## src/rtl/lpr_pkg.sv

```systemverilog
package lpr_pkg;
  typedef enum logic [1:0] {
    ST_ARMED  = 2'd0,
    ST_TIMING = 2'd1,
    ST_FIRED  = 2'd2,
    ST_WAIT   = 2'd3
  } lpr_state_e;
endpackage

```

## src/rtl/lpr_sync.sv

```systemverilog
module lpr_sync #(
  parameter int WIDTH  = 2,
  parameter int STAGES = 2
) (
  input  logic             clk_i,
  input  logic             rst_ni,
  input  logic [WIDTH-1:0] d_i,
  output logic [WIDTH-1:0] q_o
);
  logic [WIDTH-1:0] stage_q [STAGES];

  // reset to released level (buttons idle high)
  always_ff @(posedge clk_i or negedge rst_ni) begin
    if (!rst_ni) stage_q[0] <= '1;
    else         stage_q[0] <= d_i;
  end

  for (genvar s = 1; s < STAGES; s++) begin : g_stage
    always_ff @(posedge clk_i or negedge rst_ni) begin
      if (!rst_ni) stage_q[s] <= '1;
      else         stage_q[s] <= stage_q[s-1];
    end
  end

  assign q_o = stage_q[STAGES-1];
endmodule

```

## src/rtl/lpr_timer.sv

```systemverilog
module lpr_timer #(
  parameter int LO_TICKS = 75,
  parameter int HI_TICKS = 125,
  localparam int MaxTicks = (HI_TICKS > LO_TICKS) ? HI_TICKS : LO_TICKS,
  localparam int CntW = $clog2(MaxTicks + 1)
) (
  input  logic            clk_i,
  input  logic            rst_ni,
  input  logic            clr_i,
  input  logic            run_i,
  input  logic            tick_i,
  input  logic            sel_i,
  output logic            expire_o,
  output logic [CntW-1:0] cnt_o
);
  localparam logic [CntW-1:0] LoLast = CntW'(LO_TICKS - 1);
  localparam logic [CntW-1:0] HiLast = CntW'(HI_TICKS - 1);

  logic [CntW-1:0] cnt_q;
  logic [CntW-1:0] last;

  assign last     = sel_i ? HiLast : LoLast;
  assign expire_o = run_i && tick_i && (cnt_q >= last);

  always_ff @(posedge clk_i or negedge rst_ni) begin
    if (!rst_ni)                    cnt_q <= '0;
    else if (clr_i || !run_i)       cnt_q <= '0;
    else if (tick_i && !expire_o)   cnt_q <= cnt_q + 1'b1;
  end

  assign cnt_o = cnt_q;
endmodule

```

## src/rtl/lpr_ctrl.sv

```systemverilog
module lpr_ctrl
  import lpr_pkg::*;
(
  input  logic       clk_i,
  input  logic       rst_ni,
  input  logic       both_i,
  input  logic       none_i,
  input  logic       supply_ok_i,
  input  logic       expire_i,
  output logic       run_o,
  output logic       clr_o,
  output logic       fired_o
);
  lpr_state_e state_q, state_d;

  always_comb begin
    state_d = state_q;
    if (!supply_ok_i) begin
      state_d = ST_ARMED;
    end else begin
      unique case (state_q)
        ST_ARMED:  if (both_i) state_d = ST_TIMING;
        ST_TIMING: begin
          if (!both_i)       state_d = ST_ARMED;
          else if (expire_i) state_d = ST_FIRED;
        end
        ST_FIRED:  if (!both_i) state_d = none_i ? ST_ARMED : ST_WAIT;
        ST_WAIT:   if (none_i) state_d = ST_ARMED;
        default:   state_d = ST_ARMED;
      endcase
    end
  end

  always_ff @(posedge clk_i or negedge rst_ni) begin
    if (!rst_ni) state_q <= ST_ARMED;
    else         state_q <= state_d;
  end

  assign run_o   = (state_q == ST_TIMING) && both_i && supply_ok_i;
  assign clr_o   = (state_q != ST_TIMING) || !supply_ok_i;
  assign fired_o = (state_q == ST_FIRED);
endmodule

```

## src/rtl/long_press_reset.sv

```systemverilog
module long_press_reset #(
  parameter int DELAY_LO_TICKS = 75,
  parameter int DELAY_HI_TICKS = 125,
  parameter int SYNC_STAGES    = 2,
  localparam int MaxTicks = (DELAY_HI_TICKS > DELAY_LO_TICKS) ? DELAY_HI_TICKS : DELAY_LO_TICKS,
  localparam int CntW = $clog2(MaxTicks + 1)
) (
  input  logic clk_i,
  input  logic rst_ni,
  input  logic tick_i,
  input  logic btn_a_ni,
  input  logic btn_b_ni,
  input  logic delay_sel_i,
  input  logic supply_ok_i,
  output logic reset_o,
  output logic reset_no
);
  logic [1:0]      btn_sync_n;
  logic            both_pressed;
  logic            none_pressed;
  logic            run, clr, expire, fired;
  logic [CntW-1:0] hold_cnt;

  lpr_sync #(.WIDTH(2), .STAGES(SYNC_STAGES)) u_sync (
    .clk_i  (clk_i),
    .rst_ni (rst_ni),
    .d_i    ({btn_b_ni, btn_a_ni}),
    .q_o    (btn_sync_n)
  );

  // ignore buttons entirely during undervoltage
  assign both_pressed = supply_ok_i && (btn_sync_n == 2'b00);
  assign none_pressed = (btn_sync_n == 2'b11);

  lpr_ctrl u_ctrl (
    .clk_i       (clk_i),
    .rst_ni      (rst_ni),
    .both_i      (both_pressed),
    .none_i      (none_pressed),
    .supply_ok_i (supply_ok_i),
    .expire_i    (expire),
    .run_o       (run),
    .clr_o       (clr),
    .fired_o     (fired)
  );

  lpr_timer #(.LO_TICKS(DELAY_LO_TICKS), .HI_TICKS(DELAY_HI_TICKS)) u_timer (
    .clk_i    (clk_i),
    .rst_ni   (rst_ni),
    .clr_i    (clr),
    .run_i    (run),
    .tick_i   (tick_i),
    .sel_i    (delay_sel_i),
    .expire_o (expire),
    .cnt_o    (hold_cnt)
  );

  // undervoltage gate is combinational so outputs drop in the same cycle
  assign reset_o  = fired && supply_ok_i;
  assign reset_no = ~reset_o;
endmodule

```

## config.mk

```make
export PLATFORM = sky130hd
export DESIGN_NAME = long_press_reset
export DESIGN_NICKNAME = d
export VERILOG_FILES = /design/src/rtl/lpr_pkg.sv /design/src/rtl/lpr_sync.sv /design/src/rtl/lpr_timer.sv /design/src/rtl/lpr_ctrl.sv /design/src/rtl/long_press_reset.sv
export SDC_FILE = /design/constraint.sdc
export NUM_CORES = 1
export LEC_CHECK = 0
export CORE_AREA = 2 2 39 41
export DETAILED_ROUTE_END_ITERATION = 16
export DIE_AREA = 0 0 41 43
export DONT_BUFFER_PORTS = 1
export PLACE_DENSITY = 0.74
export RECOVER_POWER = 50
export SLEW_MARGIN = 40
export SYNTH_ARGS = -nofsm -noshare
export SYNTH_HDL_FRONTEND = slang
export SYNTH_SLANG_ARGS = --single-unit
export TNS_END_PERCENT = 30
```

## constraint.sdc

```tcl
create_clock -name clk_i -period 2.4 [get_ports clk_i]
set_clock_uncertainty 0.2 [all_clocks]
set_input_delay 0.24 -clock clk_i [delete_from_list [all_inputs] [get_ports clk_i]]
set_output_delay 0.24 -clock clk_i [all_outputs]
set_load 0.1 [all_outputs]
```

==> reports/results.ini, run 1 <==
[place]
place_congestion=0.807
dpl.hpwl_mm=1.05
io_buffers=0

[clocking]
cts-root-buf=clkbuf_4
htree_levels=1
cts_tree=yes
numCtsBuffers=3
clk_pin_slew_ns=0.09
clk_latency_ns=0.27
cts_sinks=13
cts_buffer_depth=2
cts.repair.resized=0

[die]
design.die.area_um2=1760
rows=14
start_util=0.541
core_um2=1380
ios=9
die_w_um=41
die_h_um=43

[sta]
worstMarginPinSlew_ns=0.578
finalHoldViolCount=0
setup_viol=0
max_freq_ghz=0.460
fin_crit_ns=2.17
rsz0062_at_grt=no
relSlewSlack=0.613
post-route-period-util=0.906
drv_slew=0
final.setup.tns_ns=0

[worst_setup_path]
path_class=register to register
regToRegSetupSlack_ns=0.23
worstReg2RegStart=u_timer.cnt_o[2]
endpoint_kind=register
reg2regPathDepth=5
critical_path_required_ns=2.41
cp.arrival_ns=2.18
start_kind=register
crit_path_start=u_timer.cnt_o[2]
rr_endpoint=u_timer.cnt_o[5]
cp_max_fo=5

[synth]
ys_async_sr_fraction=1.00
ys_seq_area_frac=0.441
netlist_area_um2=748
yosys.area_share.simple=0.261
synth.avg_cell_area_um2=10.1
synth_compound_area_frac=0.115
ys_warn_count=0
syn_nets=86
synthAdderAreaFrac=0.0836
syn_inst=74
synth_top_family_by_area=simple AND/OR/NAND/NOR gates
synth_cell_types=30
synth.area.mux_share=0.0669
yosysTopAreaCell=dfrtp_1
synth_flop_cell=dfrtp_1
ys_seq_elements=13
ys_top_cells_by_area=dfrtp_1 30%, dfstp_2 14%, ha_1 8.4%, mux2i_1 6.7%, nand2_1 5.5%
synth_top_area_frac=0.301
synth-edff-count=0
synth-xor-area-share=0.0117

[detailed_routing]
postRouteAntennaNets=0
first_pass_iters=4
vias=623
viasPerCell=6.11
drc_errors=0
wl_per_cell_um=14.7
drt-total-wl_mm=1.50
drt-initial-drc-count=7

[final_layout]
fill_cells=122
layout_commonest_cell=nand2_1
antenna_cells=0
final_cell_mix=11 x nand2_1, 9 x dfrtp_1, 5 x mux2i_1, 5 x ha_1, 5 x dlygate4sd3_1
syn_to_final_growth_pct=17.1
fin_nets=99
drive_gt1_frac=0.186

[min_path]
min_from=tick_i
min_path_type=input pin to register
worstHoldPathCells=3
whs_endpoint=u_timer.cnt_o[5]

[global_routing]
grt_max_degree=14
grt-ovfl-total=0
grt_util_all_layers=0.212
grt_pass1_vias=604
grt_pass1_wl_mm=2.53
grt_antenna_before_repair=0

[run]
drv_cap=0

[power]
p_leak_nw=0.394
p_per_area_nw_per_um2=458
irDropWorstVdd_mv=0.381
total_power_mw=0.401

[status]
outcome=finished, final reports clean

==> worst max-delay path: stages, from the launching register on <==
cell and delay (ns):
dfrtp_1 0.43, ha_1 0.30, and3b_1 0.20, o31a_1 0.32, or4_1 0.51, a21boi_1 0.15
==> cells by family (layout without fill, tap and decap cells) <==
kind of cell               Yosys count  in the layout
AOI/OAI and AO/OA                   11             11
xor gates and xnor gates             1              1
adders and majority gates            5              5
muxes                                5              5
DFF                                 13             13
buffers and inverters                4             16
and+or+nand+nor                     35             35
==> timing repair <==
item                      CTS  global route
hold buffers                5             0
hold endpoints to repair   20             0
setup buffers               0             0
==> routing by layer <==
metal	routed length [µm]	track usage	up-vias
met5	0	0	-
met3	27	0.0471	2
met1	704	0.273	312
li1	-	-	301
met2	751	0.331	8
met4	16	0.0800	0
==> how the worst max path moves through the flow <==
| stage | cells past startpoint | to |
|---|---|---|
| 6_report | 5 | u_timer.cnt_o[5] |
| 2_1_floorplan | 5 | u_timer.cnt_o[5] |
| 3_3_place_gp | 5 | u_timer.cnt_o[5] |
| 3_5_place_dp | 5 | u_timer.cnt_o[5] |
| 5_1_grt | 5 | u_timer.cnt_o[0] |
| 4_1_cts | 5 | u_timer.cnt_o[5] |
==> cell type report <==
cell class                      instances  area (µm²)  share of cell area
Sequential cell                        13         330               0.377
Timing Repair Buffer                    8        72.6              0.0829
Tap cell                               16        20.0              0.0229
Inverter                                4        18.8              0.0214
Multi-Input combinational cell         57         408               0.466
Clock buffer                            4        26.3              0.0300
==> Yosys cell counts, types with 2 or more instances <==
master,n
nand2_1,11
dfrtp_1,9
ha_1,5
mux2i_1,5
nand3_1,5
dfstp_2,4
inv_1,4
or3_1,4
nand4_1,3
and4_1,2
o311ai_0,2
o31ai_1,2
==> through the flow <==
step | hold WS (ns) | worst slack, ns | util | cell area, µm² | instances
after floorplan | -0.256 | 0.372 | - | 757 | 74
after global placement | -0.255 | 0.309 | 0.578 | 800 | 93
after detailed placement | -0.255 | 0.266 | 0.578 | 800 | 93
after CTS | 0.0390 | 0.246 | 0.633 | 876 | 102
after global routing | 0.0599 | 0.164 | 0.633 | 876 | 102
final | 0.0623 | 0.227 | 0.633 | 876 | 102
==> power by group <==
part | switching, mW | internal, mW | leakage (nW)
combinational | 0.0193 | 0.0136 | 0.212
clock | 0.0731 | 0.0643 | 0.0150
sequential | 0.00398 | 0.227 | 0.167
total | 0.0964 | 0.304 | 0.394
==> sequential cells by signal, indices dropped and copies added (netlist names) <==
register,count
u_sync.q_o,2
u_timer.cnt_o,7
u_ctrl.state_q,2
u_sync.stage_q,2
Power figures use the tool's default switching activity.
==> run 2, diff against run 1 <==
Settings changed: MAX_ROUTING_LAYER from default to met4.
==> reports/results.ini, run 2 (synthesis results as in run 1) <==
[die]
core_um2=1380
ios=9
start_util=0.541
die_w_um=41
design.die.area_um2=1760
die_h_um=43
rows=14

[sta]
fin_crit_ns=2.18
finalHoldViolCount=0
max_freq_ghz=0.459
drv_slew=0
post-route-period-util=0.907
rsz0062_at_grt=no
final.setup.tns_ns=0
setup_viol=0
layout_setup_ws_ns=0.223
relSlewSlack=0.616
worstMarginPinSlew_ns=0.574

[run]
drv_cap=0

[status]
outcome=finished, final reports clean

[detailed_routing]
wl_per_cell_um=14.6
drc_errors=0
viasPerCell=6.25
first_pass_iters=4
vias=637
postRouteAntennaNets=0
drt-initial-drc-count=8
drt-total-wl_mm=1.49

[min_path]
min_path_type=input pin to register
min_from=tick_i

[final_layout]
fin_nets=99
fin_util=0.633
multiInputGateArea_um2=408
register_area_um2=330
drive_gt1_frac=0.186
syn_to_final_growth_pct=17.1
antenna_cells=0
final_cell_mix=11 x nand2_1, 9 x dfrtp_1, 5 x mux2i_1, 5 x ha_1, 5 x dlygate4sd3_1
layout_commonest_cell=nand2_1
largest_reg_flops=7
fin_cells=102
fill_cells=122

[power]
p_leak_nw=0.394
total_power_mw=0.400
p_per_area_nw_per_um2=457
irDropWorstVdd_mv=0.380

[worst_setup_path]
cp.arrival_ns=2.18
max_stage_delay_ns=0.51
critical_path_required_ns=2.41
timing.critical_path.cells=ha_1 -> and3b_1 -> o31a_1 -> or4_1 -> a21boi_1
endpoint_kind=register
crit_path_start=u_timer.cnt_o[2]
worst_path_max_delay_cell=or4_1
worstReg2RegStart=u_timer.cnt_o[2]
cp_max_fo=5
start_kind=register
path_class=register to register

[place]
dpl.hpwl_mm=1.05
place_congestion=0.819
post-place-ws_ns=0.266
io_buffers=0
placed_cells=93

[clocking]
htree_levels=1
cts_sinks=13
cts_tree=yes
cts_buffer_depth=2
cts-root-buf=clkbuf_4
clk_pin_slew_ns=0.09
numCtsBuffers=3
clk_latency_ns=0.27
cts_setup_buffers=0

[global_routing]
grt_pass1_wl_mm=2.53
grt_util_all_layers=0.217
grt_antenna_before_repair=0
grt_max_degree=14
grt-ovfl-total=0
grt_pass1_vias=605

-- run 2: cell type report --
cell class              count  area share
well taps                  16      0.0229
repair buffers              8      0.0829
inverters                   4      0.0214
clock buffers               4      0.0300
flip-flops and latches     13       0.377
multi-input cells          57       0.466
-- run 2: through the flow --
stage          cell area [µm²]  hold slack (ns)
2_1_floorplan              757           -0.256
3_3_place_gp               800           -0.255
3_5_place_dp               800           -0.255
4_1_cts                    876           0.0390
5_1_grt                    876           0.0599
6_report                   876           0.0640
-- run 2: final timing paths --
check	slack, ns	to	depth (start not counted)
worst min register to register	0.16	u_sync.q_o[0]	0
worst max-delay path	0.22	u_timer.cnt_o[5]	5
worst max register to register	0.22	u_timer.cnt_o[5]	5
max in group asynchronous	1.42	u_sync.stage_q[3]	1
min in group asynchronous	0.19	u_timer.cnt_o[6]	1
worst min-delay path	0.06	u_ctrl.state_q[0]	3
-- run 2: power breakdown --
group | leakage [nW] | total (mW) | internal [mW] | switching, mW
logic | 0.212 | 0.0329 | 0.0136 | 0.0193
registers | 0.167 | 0.231 | 0.227 | 0.00401
clock network | 0.0150 | 0.136 | 0.0643 | 0.0720
-- run 2: repair_timing --
| item | in CTS | in global routing |
|---|---|---|
| endpoints found under the hold margin | 20 | 0 |
| hold buffers | 5 | 0 |
| resized for setup | 0 | 0 |
-- run 2: critical path, delay by kind of cell (launching register included) --
kind,cells,cell delay (ns)
AND/OR/NAND/NOR,2,0.71
AO/OA/AOI/OAI,2,0.47
flip-flops,1,0.43
adder cells (fa/ha/maj),1,0.30
-- run 2: layer usage --
layer,wire [µm],GRT usage,up-vias
met4,14,0.0800,0
met1,658,0.273,324
met5,0,-,-
met3,32,0.0471,2
met2,787,0.331,10
li1,-,-,301
==> run 3, diff against run 2 <==
==> constraint.sdc (replaced) <==
create_clock -name clk_i -period 2.4 [get_ports clk_i]
set_clock_uncertainty 0.2 [all_clocks]
set_input_delay 0.48 -clock clk_i [delete_from_list [all_inputs] [get_ports clk_i]]
set_output_delay 0.48 -clock clk_i [all_outputs]
set_load 0.1 [all_outputs]
==> reports/results.ini, run 3 (synthesis results as in run 1) <==
[sta]
setup_viol=0
finalHoldViolCount=0
worstMarginPinSlew_ns=0.591
max_freq_ghz=0.471
relSlewSlack=0.604
post-route-period-util=0.885
fin_crit_ns=2.12
final.setup.tns_ns=0
rsz0062_at_grt=no
drv_slew=0

[worst_setup_path]
path_class=register to register
cp-endpoint=u_timer.cnt_o[5]
reg2regPathDepth=6
rr_endpoint=u_timer.cnt_o[5]
worstReg2RegStart=u_timer.cnt_o[1]
cp.arrival_ns=2.13
cp_max_fo=4
endpoint_kind=register
start_kind=register
critical_path_required_ns=2.41
crit_path_start=u_timer.cnt_o[1]
regToRegSetupSlack_ns=0.28

[global_routing]
grt_pass1_wl_mm=2.29
busiest_layer=met1
grt_max_degree=14
globalRouteMet1Util=0.279
grt_use_met3=0.0471
grt_antenna_before_repair=0
met2_usage=0.275
grt_util_all_layers=0.197
grt_pass1_vias=561
grt-ovfl-total=0

[final_layout]
syn_to_final_growth_pct=16.1
drive_gt1_frac=0.190
fin_cells=100
layout_commonest_cell=nand2_1
largest_reg_flops=7
final_cell_mix=11 x nand2_1, 9 x dfrtp_1, 5 x mux2i_1, 5 x ha_1
antenna_cells=0
fin_nets=97
fin_util=0.627

[detailed_routing]
viasPerCell=5.87
drc_errors=0
drt-initial-drc-count=4
drt-total-wl_mm=1.33
first_pass_iters=4
wl_per_cell_um=13.3
postRouteAntennaNets=0
vias=587

[clocking]
cts_sinks=13
cts_tree=yes
htree_levels=1
cts.repair.resized=0
clk_pin_slew_ns=0.09
cts_setup_buffers=0
cts_buffer_depth=2
cts-root-buf=clkbuf_4
numCtsBuffers=3
clk_latency_ns=0.27

[die]
die_w_um=41
die_h_um=43
ios=9
design.die.area_um2=1760
start_util=0.541
rows=14
core_um2=1380

[place]
dpl.hpwl_mm=1.01
io_buffers=0
placed_cells=93
place_congestion=0.907

[power]
p_leak_nw=0.388
total_power_mw=0.395
p_per_area_nw_per_um2=455
irDropWorstVdd_mv=0.351

[min_path]
min_path_type=register to register

[run]
drv_cap=0

[status]
outcome=finished, final reports clean

-- run 3: changes by cell type in the layout (fill, tap and decap cells not counted), sizes merged --
cell         before  now
dlygate4sd3       5    3
-- run 3: area by class of cell --
type | count | area [µm²]
fillers | 116 | 515
clock buffers | 4 | 26.3
repair buffers | 6 | 65.1
flip-flops and latches | 13 | 330
inverters | 4 | 18.8
well taps | 16 | 20.0
multi-input cells | 57 | 408
-- run 3: worst min path at each step --
stage,startpoint,end,slack [ns],depth (start not counted)
5_1_grt,u_sync.stage_q[2],u_sync.q_o[0],0.16,0
2_1_floorplan,rst_ni,u_ctrl.state_q[0],-0.02,0
3_3_place_gp,rst_ni,u_timer.cnt_o[6],-0.02,0
6_report,u_sync.stage_q[2],u_sync.q_o[0],0.16,0
3_5_place_dp,rst_ni,u_timer.cnt_o[6],-0.02,0
4_1_cts,supply_ok_i,u_ctrl.state_q[0],0.16,2
-- run 3: metrics by stage --
stage	setup WS, ns	hold slack, ns	cell area, µm²
2_1_floorplan	0.149	-0.0156	757
3_3_place_gp	0.169	-0.0153	812
3_5_place_dp	0.115	-0.0153	812
4_1_cts	0.260	0.158	868
5_1_grt	0.130	0.161	868
6_report	0.277	0.157	868
-- run 3: repair_timing --
item,CTS,global route
hold buffers,3,0
endpoints found under the hold margin,15,0
setup endpoints to repair,0,0
-- run 3: per-layer routing --
layer  wire, µm  vias up  part of all wire
met4         10        0            0.0075
li1           -      296                 -
met2        620        6              0.47
met5          0        -                 0
met3         33        2             0.025
met1        669      283              0.50
-- run 3: power breakdown --
part | total [mW] | internal (mW) | leakage [nW] | switching, mW
clock network | 0.135 | 0.0642 | 0.0150 | 0.0710
logic | 0.0294 | 0.0118 | 0.206 | 0.0175
registers | 0.231 | 0.227 | 0.167 | 0.00397
-- run 3: worst max-delay path, cell delays in order, from the launching register on --
cell	delay, ns
dfrtp_1	0.39
inv_1	0.05
ha_1	0.26
and3b_1	0.20
o31a_1	0.31
or4_1	0.50
a21boi_1	0.15
